--- src/rtl/tlbw_pkg.sv ---
package tlbw_pkg;

  localparam logic [2:0] MMU_SPLIT = 3'd4;
  localparam logic [1:0] WALK_SW   = 2'd2;
  localparam logic [1:0] WALK_HW   = 2'd3;

  typedef enum logic [1:0] {
    RG_JOINT = 2'd0,
    RG_VTLB  = 2'd1,
    RG_FSET  = 2'd2,
    RG_ALL   = 2'd3
  } range_kind_e;

  // Which kind of range a command walks.
  function automatic range_kind_e classify(input logic [2:0] kind, input logic [1:0] mode,
                                           input int idx, input int vtlb_n);
    if (kind == MMU_SPLIT && mode == WALK_HW) return RG_ALL;
    if (kind == MMU_SPLIT && mode == WALK_SW) return (idx < vtlb_n) ? RG_VTLB : RG_FSET;
    return RG_JOINT;
  endfunction

  // Set addressed by an index in the set-indexed region, clamped to the last set.
  function automatic int ftlb_set(input int idx, input int vtlb_n, input int ways, input int sets);
    int s;
    if (idx < vtlb_n) return 0;
    s = (idx - vtlb_n) / ways;
    if (s > sets - 1) s = sets - 1;
    return s;
  endfunction

  function automatic int range_lo(input range_kind_e rk, input int set, input int vtlb_n,
                                  input int ways);
    if (rk == RG_FSET) return vtlb_n + set * ways;
    return 0;
  endfunction

  function automatic int range_hi(input range_kind_e rk, input int set, input int vtlb_n,
                                  input int ways, input int total);
    case (rk)
      RG_ALL:  return total - 1;
      RG_FSET: return vtlb_n + set * ways + ways - 1;
      default: return vtlb_n - 1;
    endcase
  endfunction

endpackage

--- src/rtl/tlbw_store.sv ---
module tlbw_store #(
  parameter int N      = 24,
  parameter int IDXW   = 5,
  parameter int ASID_W = 8,
  parameter int GID_W  = 4
) (
  input  logic              clk,
  input  logic              rst_n,
  input  logic              wr_en,
  input  logic [IDXW-1:0]   wr_idx,
  input  logic [ASID_W-1:0] wr_asid,
  input  logic              wr_global,
  input  logic [GID_W-1:0]  wr_gid,
  input  logic              kill_en,
  input  logic [IDXW-1:0]   kill_idx,
  input  logic [IDXW-1:0]   look_idx,
  output logic [ASID_W-1:0] look_asid,
  output logic              look_global,
  output logic [GID_W-1:0]  look_gid,
  input  logic [IDXW-1:0]   rd_idx,
  output logic              rd_inv
);

  logic [ASID_W-1:0] asid_a [N];
  logic [GID_W-1:0]  gid_a  [N];
  logic [N-1:0]      glb_q;
  logic [N-1:0]      inv_q;

  always_ff @(posedge clk or negedge rst_n) begin
    if (!rst_n) begin
      for (int i = 0; i < N; i++) begin
        asid_a[i] <= '0;
        gid_a[i]  <= '0;
      end
      glb_q <= '0;
      inv_q <= '1;
    end else begin
      for (int i = 0; i < N; i++) begin
        if (wr_en && wr_idx == IDXW'(i)) begin
          asid_a[i] <= wr_asid;
          gid_a[i]  <= wr_gid;
          glb_q[i]  <= wr_global;
          inv_q[i]  <= 1'b0;
        end else if (kill_en && kill_idx == IDXW'(i)) begin
          inv_q[i]  <= 1'b1;
        end
      end
    end
  end

  assign look_asid   = asid_a[look_idx];
  assign look_gid    = gid_a[look_idx];
  assign look_global = glb_q[look_idx];
  assign rd_inv      = inv_q[rd_idx];

  // An invalid bit may drop only through a write.
  assert_inv_clear_by_write_R11: assert property (@(posedge clk) disable iff (!rst_n)
    !wr_en |=> (($past(inv_q) & ~inv_q) == '0));

  // Without a kill from the walker, no invalid bit rises.
  assert_no_kill_no_change_R8: assert property (@(posedge clk) disable iff (!rst_n)
    !kill_en |=> ((inv_q & ~$past(inv_q)) == '0));

endmodule

--- src/rtl/tlbw_match.sv ---
module tlbw_match #(
  parameter int ASID_W = 8,
  parameter int GID_W  = 4
) (
  input  logic              clk,
  input  logic              rst_n,
  input  logic              load,
  input  logic              flush_in,
  input  logic [ASID_W-1:0] asid_in,
  input  logic [GID_W-1:0]  gid_in,
  input  logic              gid_en_in,
  input  logic [ASID_W-1:0] e_asid,
  input  logic              e_global,
  input  logic [GID_W-1:0]  e_gid,
  output logic              hit
);

  logic              q_flush;
  logic [ASID_W-1:0] q_asid;
  logic [GID_W-1:0]  q_gid;
  logic              q_gid_en;

  always_ff @(posedge clk or negedge rst_n) begin
    if (!rst_n) begin
      q_flush  <= 1'b0;
      q_asid   <= '0;
      q_gid    <= '0;
      q_gid_en <= 1'b0;
    end else if (load) begin
      q_flush  <= flush_in;
      q_asid   <= asid_in;
      q_gid    <= gid_in;
      q_gid_en <= gid_en_in;
    end
  end

  logic tag_ok, gid_ok;
  always_comb begin
    tag_ok = q_flush || (e_asid == q_asid && !e_global);
    gid_ok = !q_gid_en || (e_gid == q_gid);
    hit    = tag_ok && gid_ok;
  end

  assert_global_spared_R1: assert property (@(posedge clk) disable iff (!rst_n)
    (!q_flush && e_global) |-> !hit);

  assert_gid_gate_R3: assert property (@(posedge clk) disable iff (!rst_n)
    (q_gid_en && e_gid != q_gid) |-> !hit);

endmodule

--- src/rtl/tlbw_ctrl.sv ---
module tlbw_ctrl
  import tlbw_pkg::*;
#(
  parameter int VTLB_N = 8,
  parameter int WAYS   = 4,
  parameter int SETS   = 4,
  parameter int TOTAL  = 24,
  parameter int IDXW   = 5
) (
  input  logic            clk,
  input  logic            rst_n,
  input  logic            cmd_valid,
  input  logic [IDXW-1:0] cmd_index,
  input  logic            cp0_en,
  input  logic [2:0]      mmu_kind,
  input  logic [1:0]      walk_mode,
  output logic            start,
  output logic            busy,
  output logic            done,
  output logic            cu_err,
  output logic [IDXW-1:0] ptr
);

  logic [IDXW-1:0] ptr_q, last_q;
  logic            busy_q, done_q, cu_q;
  range_kind_e     rk;
  int              set_i;
  logic [IDXW-1:0] lo_w, hi_w;
  logic            accept, at_last;

  always_comb begin
    rk    = classify(mmu_kind, walk_mode, int'(cmd_index), VTLB_N);
    set_i = ftlb_set(int'(cmd_index), VTLB_N, WAYS, SETS);
    lo_w  = IDXW'(range_lo(rk, set_i, VTLB_N, WAYS));
    hi_w  = IDXW'(range_hi(rk, set_i, VTLB_N, WAYS, TOTAL));
  end

  assign accept  = cmd_valid && !busy_q;
  assign start   = accept && cp0_en;
  assign at_last = busy_q && (ptr_q == last_q);

  always_ff @(posedge clk or negedge rst_n) begin
    if (!rst_n) begin
      ptr_q  <= '0;
      last_q <= '0;
      busy_q <= 1'b0;
      done_q <= 1'b0;
      cu_q   <= 1'b0;
    end else begin
      done_q <= at_last;
      cu_q   <= accept && !cp0_en;
      if (start) begin
        busy_q <= 1'b1;
        ptr_q  <= lo_w;
        last_q <= hi_w;
      end else if (busy_q) begin
        if (at_last) busy_q <= 1'b0;
        else         ptr_q  <= ptr_q + 1'b1;
      end
    end
  end

  assign busy   = busy_q;
  assign done   = done_q;
  assign cu_err = cu_q;
  assign ptr    = ptr_q;

  assert_done_single_R9: assert property (@(posedge clk) disable iff (!rst_n)
    done_q |=> !done_q);

  assert_done_after_busy_R9: assert property (@(posedge clk) disable iff (!rst_n)
    $fell(busy_q) |-> done_q);

  assert_ptr_in_window_R9: assert property (@(posedge clk) disable iff (!rst_n)
    busy_q |-> (ptr_q <= last_q));

  assert_cu_no_walk_R8: assert property (@(posedge clk) disable iff (!rst_n)
    (cmd_valid && !busy_q && !cp0_en) |=> (cu_q && !busy_q));

  assert_range_held_R10: assert property (@(posedge clk) disable iff (!rst_n)
    (busy_q && !at_last) |=> (busy_q && $stable(last_q)));

endmodule

--- src/rtl/tlb_inval_walker.sv ---
module tlb_inval_walker #(
  parameter int VTLB_N          = 8,
  parameter int FTLB_WAYS_FIELD = 2,
  parameter int FTLB_SETS       = 4,
  parameter int ASID_W          = 8,
  parameter int GID_W           = 4,
  localparam int WAYS  = FTLB_WAYS_FIELD + 2,
  localparam int TOTAL = VTLB_N + WAYS * FTLB_SETS,
  localparam int IDXW  = $clog2(TOTAL)
) (
  input  logic              clk,
  input  logic              rst_n,
  input  logic              cmd_valid,
  input  logic              cmd_flush,
  input  logic [IDXW-1:0]   cmd_index,
  input  logic [ASID_W-1:0] cur_asid,
  input  logic [GID_W-1:0]  root_gid,
  input  logic              gid_en,
  input  logic              cp0_en,
  input  logic [2:0]        mmu_kind,
  input  logic [1:0]        walk_mode,
  input  logic              wr_en,
  input  logic [IDXW-1:0]   wr_idx,
  input  logic [ASID_W-1:0] wr_asid,
  input  logic              wr_global,
  input  logic [GID_W-1:0]  wr_gid,
  input  logic [IDXW-1:0]   rd_idx,
  output logic              rd_inv,
  output logic              busy,
  output logic              done,
  output logic              cu_err
);

  logic              start, hit, kill_en, wr_gated;
  logic [IDXW-1:0]   ptr;
  logic [ASID_W-1:0] e_asid;
  logic              e_global;
  logic [GID_W-1:0]  e_gid;

  tlbw_ctrl #(
    .VTLB_N(VTLB_N), .WAYS(WAYS), .SETS(FTLB_SETS), .TOTAL(TOTAL), .IDXW(IDXW)
  ) u_ctrl (
    .clk(clk), .rst_n(rst_n), .cmd_valid(cmd_valid), .cmd_index(cmd_index),
    .cp0_en(cp0_en), .mmu_kind(mmu_kind), .walk_mode(walk_mode),
    .start(start), .busy(busy), .done(done), .cu_err(cu_err), .ptr(ptr)
  );

  tlbw_match #(.ASID_W(ASID_W), .GID_W(GID_W)) u_match (
    .clk(clk), .rst_n(rst_n), .load(start), .flush_in(cmd_flush),
    .asid_in(cur_asid), .gid_in(root_gid), .gid_en_in(gid_en),
    .e_asid(e_asid), .e_global(e_global), .e_gid(e_gid), .hit(hit)
  );

  assign kill_en  = busy && hit;
  assign wr_gated = wr_en && !busy;

  tlbw_store #(.N(TOTAL), .IDXW(IDXW), .ASID_W(ASID_W), .GID_W(GID_W)) u_store (
    .clk(clk), .rst_n(rst_n),
    .wr_en(wr_gated), .wr_idx(wr_idx), .wr_asid(wr_asid), .wr_global(wr_global),
    .wr_gid(wr_gid), .kill_en(kill_en), .kill_idx(ptr), .look_idx(ptr),
    .look_asid(e_asid), .look_global(e_global), .look_gid(e_gid),
    .rd_idx(rd_idx), .rd_inv(rd_inv)
  );

  // Entries are only ever invalidated inside a walk.
  assert_kill_inside_walk_R9: assert property (@(posedge clk) disable iff (!rst_n)
    !busy |-> !kill_en);

endmodule

--- config.mk ---
export PLATFORM = sky130hd
export DESIGN_NAME = tlb_inval_walker
export DESIGN_NICKNAME = d
export VERILOG_FILES = /design/src/rtl/tlbw_pkg.sv /design/src/rtl/tlbw_store.sv /design/src/rtl/tlbw_match.sv /design/src/rtl/tlbw_ctrl.sv /design/src/rtl/tlb_inval_walker.sv
export SDC_FILE = /design/constraint.sdc
export NUM_CORES = 1
export LEC_CHECK = 0
export BUFFER_PORTS_ARGS = -buffer_cell sky130_fd_sc_hd__buf_4
export CAP_MARGIN = 10
export CORE_ASPECT_RATIO = 0.6
export CORE_MARGIN = 5
export CORE_UTILIZATION = 40
export DETAILED_ROUTE_END_ITERATION = 10
export GPL_TIMING_DRIVEN = 0
export PLACE_DENSITY = 0.62
export SYNTH_ARGS = -nofsm -noshare
export SYNTH_HDL_FRONTEND = slang
export SYNTH_SLANG_ARGS = --single-unit
--- constraint.sdc ---
create_clock -name clk -period 3.3 [get_ports clk]
set_input_delay 0.495 -clock clk [delete_from_list [all_inputs] [get_ports clk]]
set_output_delay 0.495 -clock clk [all_outputs]
set_load 0.01 [all_outputs]
* Word level (Yosys, flattened, before mapping)
Index checks and enable logic that the tools add are counted.
** Storage, ports and cells
- Flip-flop bits (word level) :: 363
- Output and inout port bits :: 4
- Logic and storage cells :: 345
** Operators by class
- Add/sub/neg operators :: 6
- Magnitude comparators :: 5
- Equal/unequal tests :: 55
- Mux-type cells :: 79
- Bitwise gates (word level) :: 2
- Reductions and logical operators :: 93
** Operators with widths (count)
- $eq 5x4->1 const B :: 16
- $eq 5x5->1 const B :: 16
- $logic_and 1x1->1 :: 58
- $mux 1 :: 58
- $reduce_bool 2->1 :: 25
- $bmux 8 s5 :: 1
- $eq 5x3->1 const B :: 8
- $add 32x1->32 :: 1
- $gt 32x3->1 const B :: 1
- $mux 5 :: 5
- $bmux 4 s5 :: 1
- $eq 5x2->1 const B :: 4
- $mux 8 :: 2
- $lt 5x6->1 const B :: 2
- $bmux 1 s5 :: 2
- $eq 5x1->1 const B :: 2
- $logic_not 5->1 :: 2
- $mux 2 :: 5
- $pmux 5 s2 :: 1
- $eq 2x2->1 const B :: 4
- $eq 8x8->1 :: 1
- $mux 4 :: 2
- $ge 6x6->1 const B :: 1
- $mux 3 :: 2
- other kinds (16) :: 20

* Logic depth before layout (Yosys ltp)
- Word-level depth :: 12
- Depth in mapped cells :: 13
- Gate-level depth less buffers :: 13

* By module
From an unflattened synthesis, not the netlist that was laid out.
** Second synthesis, totals
- Cells, all modules :: 1235
- Area, all modules :: 16942.5 sq um
** By module, submodules not included
- tlbw_store :: times used 1, cells an instance 1114, area an instance 15549.9 sq um, seq. area each 8438.1 sq um
- tlbw_ctrl :: times used 1, cells an instance 72, area an instance 723.2 sq um, seq. area each 300.3 sq um
- tlbw_match :: times used 1, cells an instance 47, area an instance 653.1 sq um, seq. area each 350.3 sq um
- tlb_inval_walker :: times used 1, cells an instance 2, area an instance 16.3 sq um, seq. area each 0.0 sq um

* Least setup slack after synthesis
No wires, ideal clock.
- Path type :: register -> register
- From :: reg u_ctrl.ptr_q[0], in the netlist u_ctrl.ptr[0]
- To :: reg u_store.inv_q[16]
- Library setup time :: 69 ps
- Data arrival time :: 2950 ps
- Data required time :: 3231 ps
- Slack :: 280 ps
- Stages on the path, launching flop included :: 14
- Path buffers :: 5
- Clock period less this slack :: 3020 ps
- Cells stage by stage :: dfrtp_1 > buf_6 > buf_4 > buf_2 > buf_2 > mux2i_1 > o22ai_1 > nor4b_1 > o21ai_0 > xor2_1 > o41ai_1 > o211ai_2 > buf_6 > o21ai_2
** Between the ends
- Word-level cells in the longest chain between the ends :: 11
** RTL lines
- start: declaration :: line tlbw_ctrl.sv:24 : logic [IDXW-1:0] ptr_q, last_q;
- start signal: assignment :: line tlbw_ctrl.sv:54 : ptr_q <= lo_w;
- start signal: assignment :: line tlbw_ctrl.sv:58 : else ptr_q <= ptr_q + 1'b1;
- $not 5->6 (not written as such) :: line tlbw_store.sv:51, tlbw_store.sv:52
- $bmux 8 s5 :: line tlbw_store.sv:51 : assign look_asid = asid_a[look_idx];
- $mux 8 (not written as such) (2 in a row) :: line tlbw_store.sv:51
- $eq 8x8->1 :: line tlbw_match.sv:39 : tag_ok = q_flush || (e_asid == q_asid && !e_global);
- $logic_and 1x1->1 :: line tlbw_match.sv:39
- $logic_or 1x1->1 :: line tlbw_match.sv:39
- $logic_and 1x1->1 :: line tlbw_match.sv:41 : hit = tag_ok && gid_ok;
- $logic_and 1x1->1 :: line tlb_inval_walker.sv:54 : assign kill_en = busy && hit;
- $logic_and 1x1->1 * :: line tlbw_store.sv:44 : end else if (kill_en && kill_idx == IDXW'(i)) begin
- $reduce_bool 2->1 (no line) *
- end signal: assignment :: line tlbw_store.sv:36 : inv_q <= '1;
- end signal: indexed assignment :: line tlbw_store.sv:43 : inv_q[i] <= 1'b0;
- end signal: indexed assignment :: line tlbw_store.sv:45 : inv_q[i] <= 1'b1;
- end: declaration :: line tlbw_store.sv:27 : logic [N-1:0] inv_q;
Every way passes the cells marked *; elsewhere a longest branch is shown, timed or not. The select of a mux whose other input is x is not followed.
A chain may end at the register's enable or synchronous reset.

* Worst setup path in the final report
- From :: reg u_ctrl.ptr_q[0], in the netlist u_ctrl.ptr[0]
- To :: reg u_store.inv_q[6]
The elaborated chain is that of the path after synthesis.

==> impl_metrics.tcl <==
set metrics [dict create \
    skew_ns 0.0168 \
    vias 11400 \
    power_density_mw_per_mm2 851 \
    grt_overflow 0 \
    placer_congestion_estimate 0.840 \
    hpwlAfterDp_um 36100 \
    timing.critical_path.from_type "register" \
    worst_ir_drop_vdd_uv 413 \
    area_growth_pct 19.5 \
    worstMarginPinSlew_ns 1.24 \
    postLayoutCoreUtil 0.486 \
    netlist_instances 1237 \
    post_route_cells_drive_above_1_share 0.474 \
    tritoncts_num_sinks 362 \
    cts_buffers 37 \
    ant_nets 0 \
    most_common_cell_after_layout_fill_and_taps_aside "dfrtp_1" \
    crit_path_cell_trace "buf_12, buf_16, buf_16, mux4_2, nand2_1, nor4b_4, o21ai_1, xor2_1, o41ai_4, o211ai_2, buf_6, clkbuf_16, o21ai_2" \
    grt_pass1_wl_um 77800 \
    grt_usage 0.222 \
    crit_path_max_fanout 8 \
    critical_path_class "reg2reg" \
    endpoint_kind_of_the_worst_setup_timing_path "register" \
    die_w_um 277 \
    detail_route.first_pass.iterations 5 \
    slowest_stage "mux4_2" \
    largest_net_degree_at_the_start_of_global_routing 112 \
    grt_setup_unrepaired "true" \
    post-layout-total-power_w 0.0174 \
    final_critical_period_ns 3.31 \
    placed_cells 1865 \
    regToRegEndpoint "u_store.inv_q[6]$_DFFE_PN1P_" \
    synth.net_count 1304 \
    failed_checks "negative setup slack" \
    netlist-cell-type-count 61 \
    worst_slack_ns -0.00819 \
    critPathArrivalTime_ns 3.78 \
    worst_r2r_startpoint "u_ctrl.ptr[0]$_DFFE_PN0P_" \
    critical_path.endpoint "u_store.inv_q[6]$_DFFE_PN1P_" \
    run_status "complete, but fails checks" \
    synth-warning-count 0 \
    detailed_route_drc_error_count 0 \
    die_h_um 170 \
    power_leakage_nw 9.53 \
    mappedNetlistArea_mm2 0.0172 \
    io_pins 56 \
    routedWlPerCell_um 27.3 \
    synth_enable_flop_cells 0 \
    detail_route.vias_per_cell 5.79 \
    dieArea_mm2 0.0473 \
    ys_async_sr_fraction 1.00 \
    floorplan.rows 58 \
    reg2reg_slack_ns -0.008 \
    h-tree-depth 2 \
    critical_path_most_common_cell "buf_16" \
    floorplan.core_area_mm2 0.0422 \
    clock-root-buffer "clkbuf_16" \
    total_number_of_nets_in_the_final_design 1438 \
    finalSetupViolCount 6 \
    max_slew_margin 0.176 \
    final-instance-count-excl-fill 1971 \
    initial_standard_cell_utilization_of_the_core 0.407 \
    timing.final.max_slew_violations 0 \
    layout_common_cells "dfrtp_1 (336), mux2_2 (316), buf_4 (82)" \
    tritoncts_clock_tree "yes" \
    place.port_buffers 54 \
    finalHoldViolations 0 \
    layout_worst_path_cycle_share 1.00 \
    dpl-instance-area_mm2 0.0184 \
    critPathLaunch "u_ctrl.ptr[0]$_DFFE_PN0P_" \
    classification_of_the_worst_slack_hold_path "in2reg" \
    cap_violations 0 \
    first_iter_violations 1121 \
    pre_cts_ws_ns -1.58 \
    synth_ff_type "dfrtp_1" \
    critical_path_required_ns 3.77 \
    ffs_latches_synth 362 \
    route.final.wire_length_um 53800 \
    max_freq_mhz 302 \
    grt_antenna_before_repair 1 \
    clk_latency_ns 0.55 \
    grt_pass1_vias 11400 \
    reg2regPathDepth 13 \
    syn_area_per_cell_um2 13.9 \
    clkSlewWorstSetupHoldPaths_ns 0.06 \
    cts-root-to-sink-buffers 3 \
    stdcell_area_mm2 0.0205 \
    synth.yosys.seq_area_share 0.530 \
    largest_stage_delay_on_the_critical_path_ns 0.51 \
]
==> worst max-delay path: cells and delay by family, from the launching register on <==
| kind | cells | cell delay [ns] |
|---|---|---|
| multiplexers | 1 | 0.51 |
| buffers and inverters | 5 | 0.87 |
| AND/OR/NAND/NOR | 2 | 0.35 |
| XOR/XNOR | 1 | 0.21 |
| flip-flops | 1 | 0.43 |
| AO/OA/AOI/OAI | 4 | 0.82 |
==> power breakdown <==
group	switching, W	internal (W)
combinational	0.00344	0.00324
sequential	0.000683	0.00566
clock	0.00184	0.00257
total	0.00597	0.0115
==> flip-flops by register name, summed over array words and instances (netlist names) <==
| name | cells |
|---|---|
| u_ctrl.cu_err | 1 |
| u_ctrl.done | 1 |
| u_store.glb_q | 24 |
| u_store.gid_a | 96 |
| u_ctrl.busy | 1 |
| u_match.q_gid | 4 |
| u_match.q_flush | 1 |
| u_ctrl.ptr | 5 |
| u_match.q_gid_en | 1 |
| u_ctrl.last_q | 4 |
| u_match.q_asid | 8 |
| u_store.inv_q | 24 |
| u_store.asid_a | 192 |
==> cells in the mapped netlist (6+ instances only) <==
cell	instances	area [um^2]
nor3_1	13	65.1
a22oi_1	8	60.1
dfstp_2	24	631
buf_1	14	52.6
o21ai_2	8	70.1
nand3_1	30	150
nor2b_1	12	75.1
nor2_1	22	82.6
mux2i_1	45	450
dfrtp_1	338	8460
inv_1	21	78.8
nand2_1	81	304
buf_2	8	40.0
mux4_2	63	1420
a21oi_1	13	65.1
clkbuf_1	62	233
buf_4	6	45.0
o22ai_2	12	150
mux2_2	317	3570
ha_1	15	188
o21ai_0	12	60.1
xnor2_1	8	70.1
o22ai_1	15	93.8
==> cell families (layout without fill, tap and decap cells) <==
kind of cell / count (synthesis) / count (layout) / synth area share
AOI/OAI and AO/OA: 105 / 105 / 0.0479
xor gates and xnor gates: 13 / 13 / 0.00664
adders and majority gates: 15 / 15 / 0.0109
buffers and inverters: 117 / 280 / 0.0293
DFF: 362 / 362 / 0.530
muxes: 427 / 427 / 0.319
other: 0 / 1 / 0
and+or+nand+nor: 198 / 198 / 0.0559
==> cell type report <==
cell class,count,area (um^2)
buffer,94,693
antenna,1,2.50
multi-input combinational,758,7760
clock buffer,53,1100
tap,570,713
sequential,362,9090
inverter,23,86.3
clock inverter,15,160
fill,3679,21700
timing repair buffer,95,897
==> worst min-delay path by stage <==
stage                             startpoint                             to  slack [ns]  cells past startpoint
2_1_floorplan                          rst_n          u_ctrl.busy$_DFF_PN0_        0.20                      0
3_3_place_gp   u_store.inv_q[20]$_DFFE_PN1P_  u_store.inv_q[20]$_DFFE_PN1P_        0.46                      2
3_5_place_dp    u_store.inv_q[2]$_DFFE_PN1P_   u_store.inv_q[2]$_DFFE_PN1P_        0.46                      2
4_1_cts                               cp0_en        u_ctrl.cu_err$_DFF_PN0_        0.12                      2
5_1_grt                               cp0_en        u_ctrl.cu_err$_DFF_PN0_        0.13                      2
6_report                              cp0_en        u_ctrl.cu_err$_DFF_PN0_        0.13                      2
==> layer usage <==
| layer | vias up | GRT usage | share of wire |
|---|---|---|---|
| li1 | 4803 | - | - |
| met1 | 6059 | 0.342 | 0.47 |
| met2 | 467 | 0.308 | 0.41 |
| met3 | 90 | 0.0735 | 0.11 |
| met4 | 2 | 0.0447 | 0.018 |
| met5 | - | 0 | 0.00022 |
==> through the flow <==
step | hold slack (ns) | TNS (ns)
final | 0.130 | -0.0173
after global routing | 0.127 | -1.25
after CTS | 0.116 | 0
after detailed placement | 0.463 | -48.70
after global placement | 0.460 | -642.13
after floorplan | 0.199 | 0
==> timing repair <==
item / 4_1_cts / 5_1_grt
endpoints found under the setup margin: 70 / 99
hold buffers: 1 / 0
hold endpoints to repair: 53 / 0
pin swaps: 4 / 18
buffers inserted: 14 / 18
resized for setup: 90 / 71
cloned: 0 / 4
(Power assumes the default switching activity.)
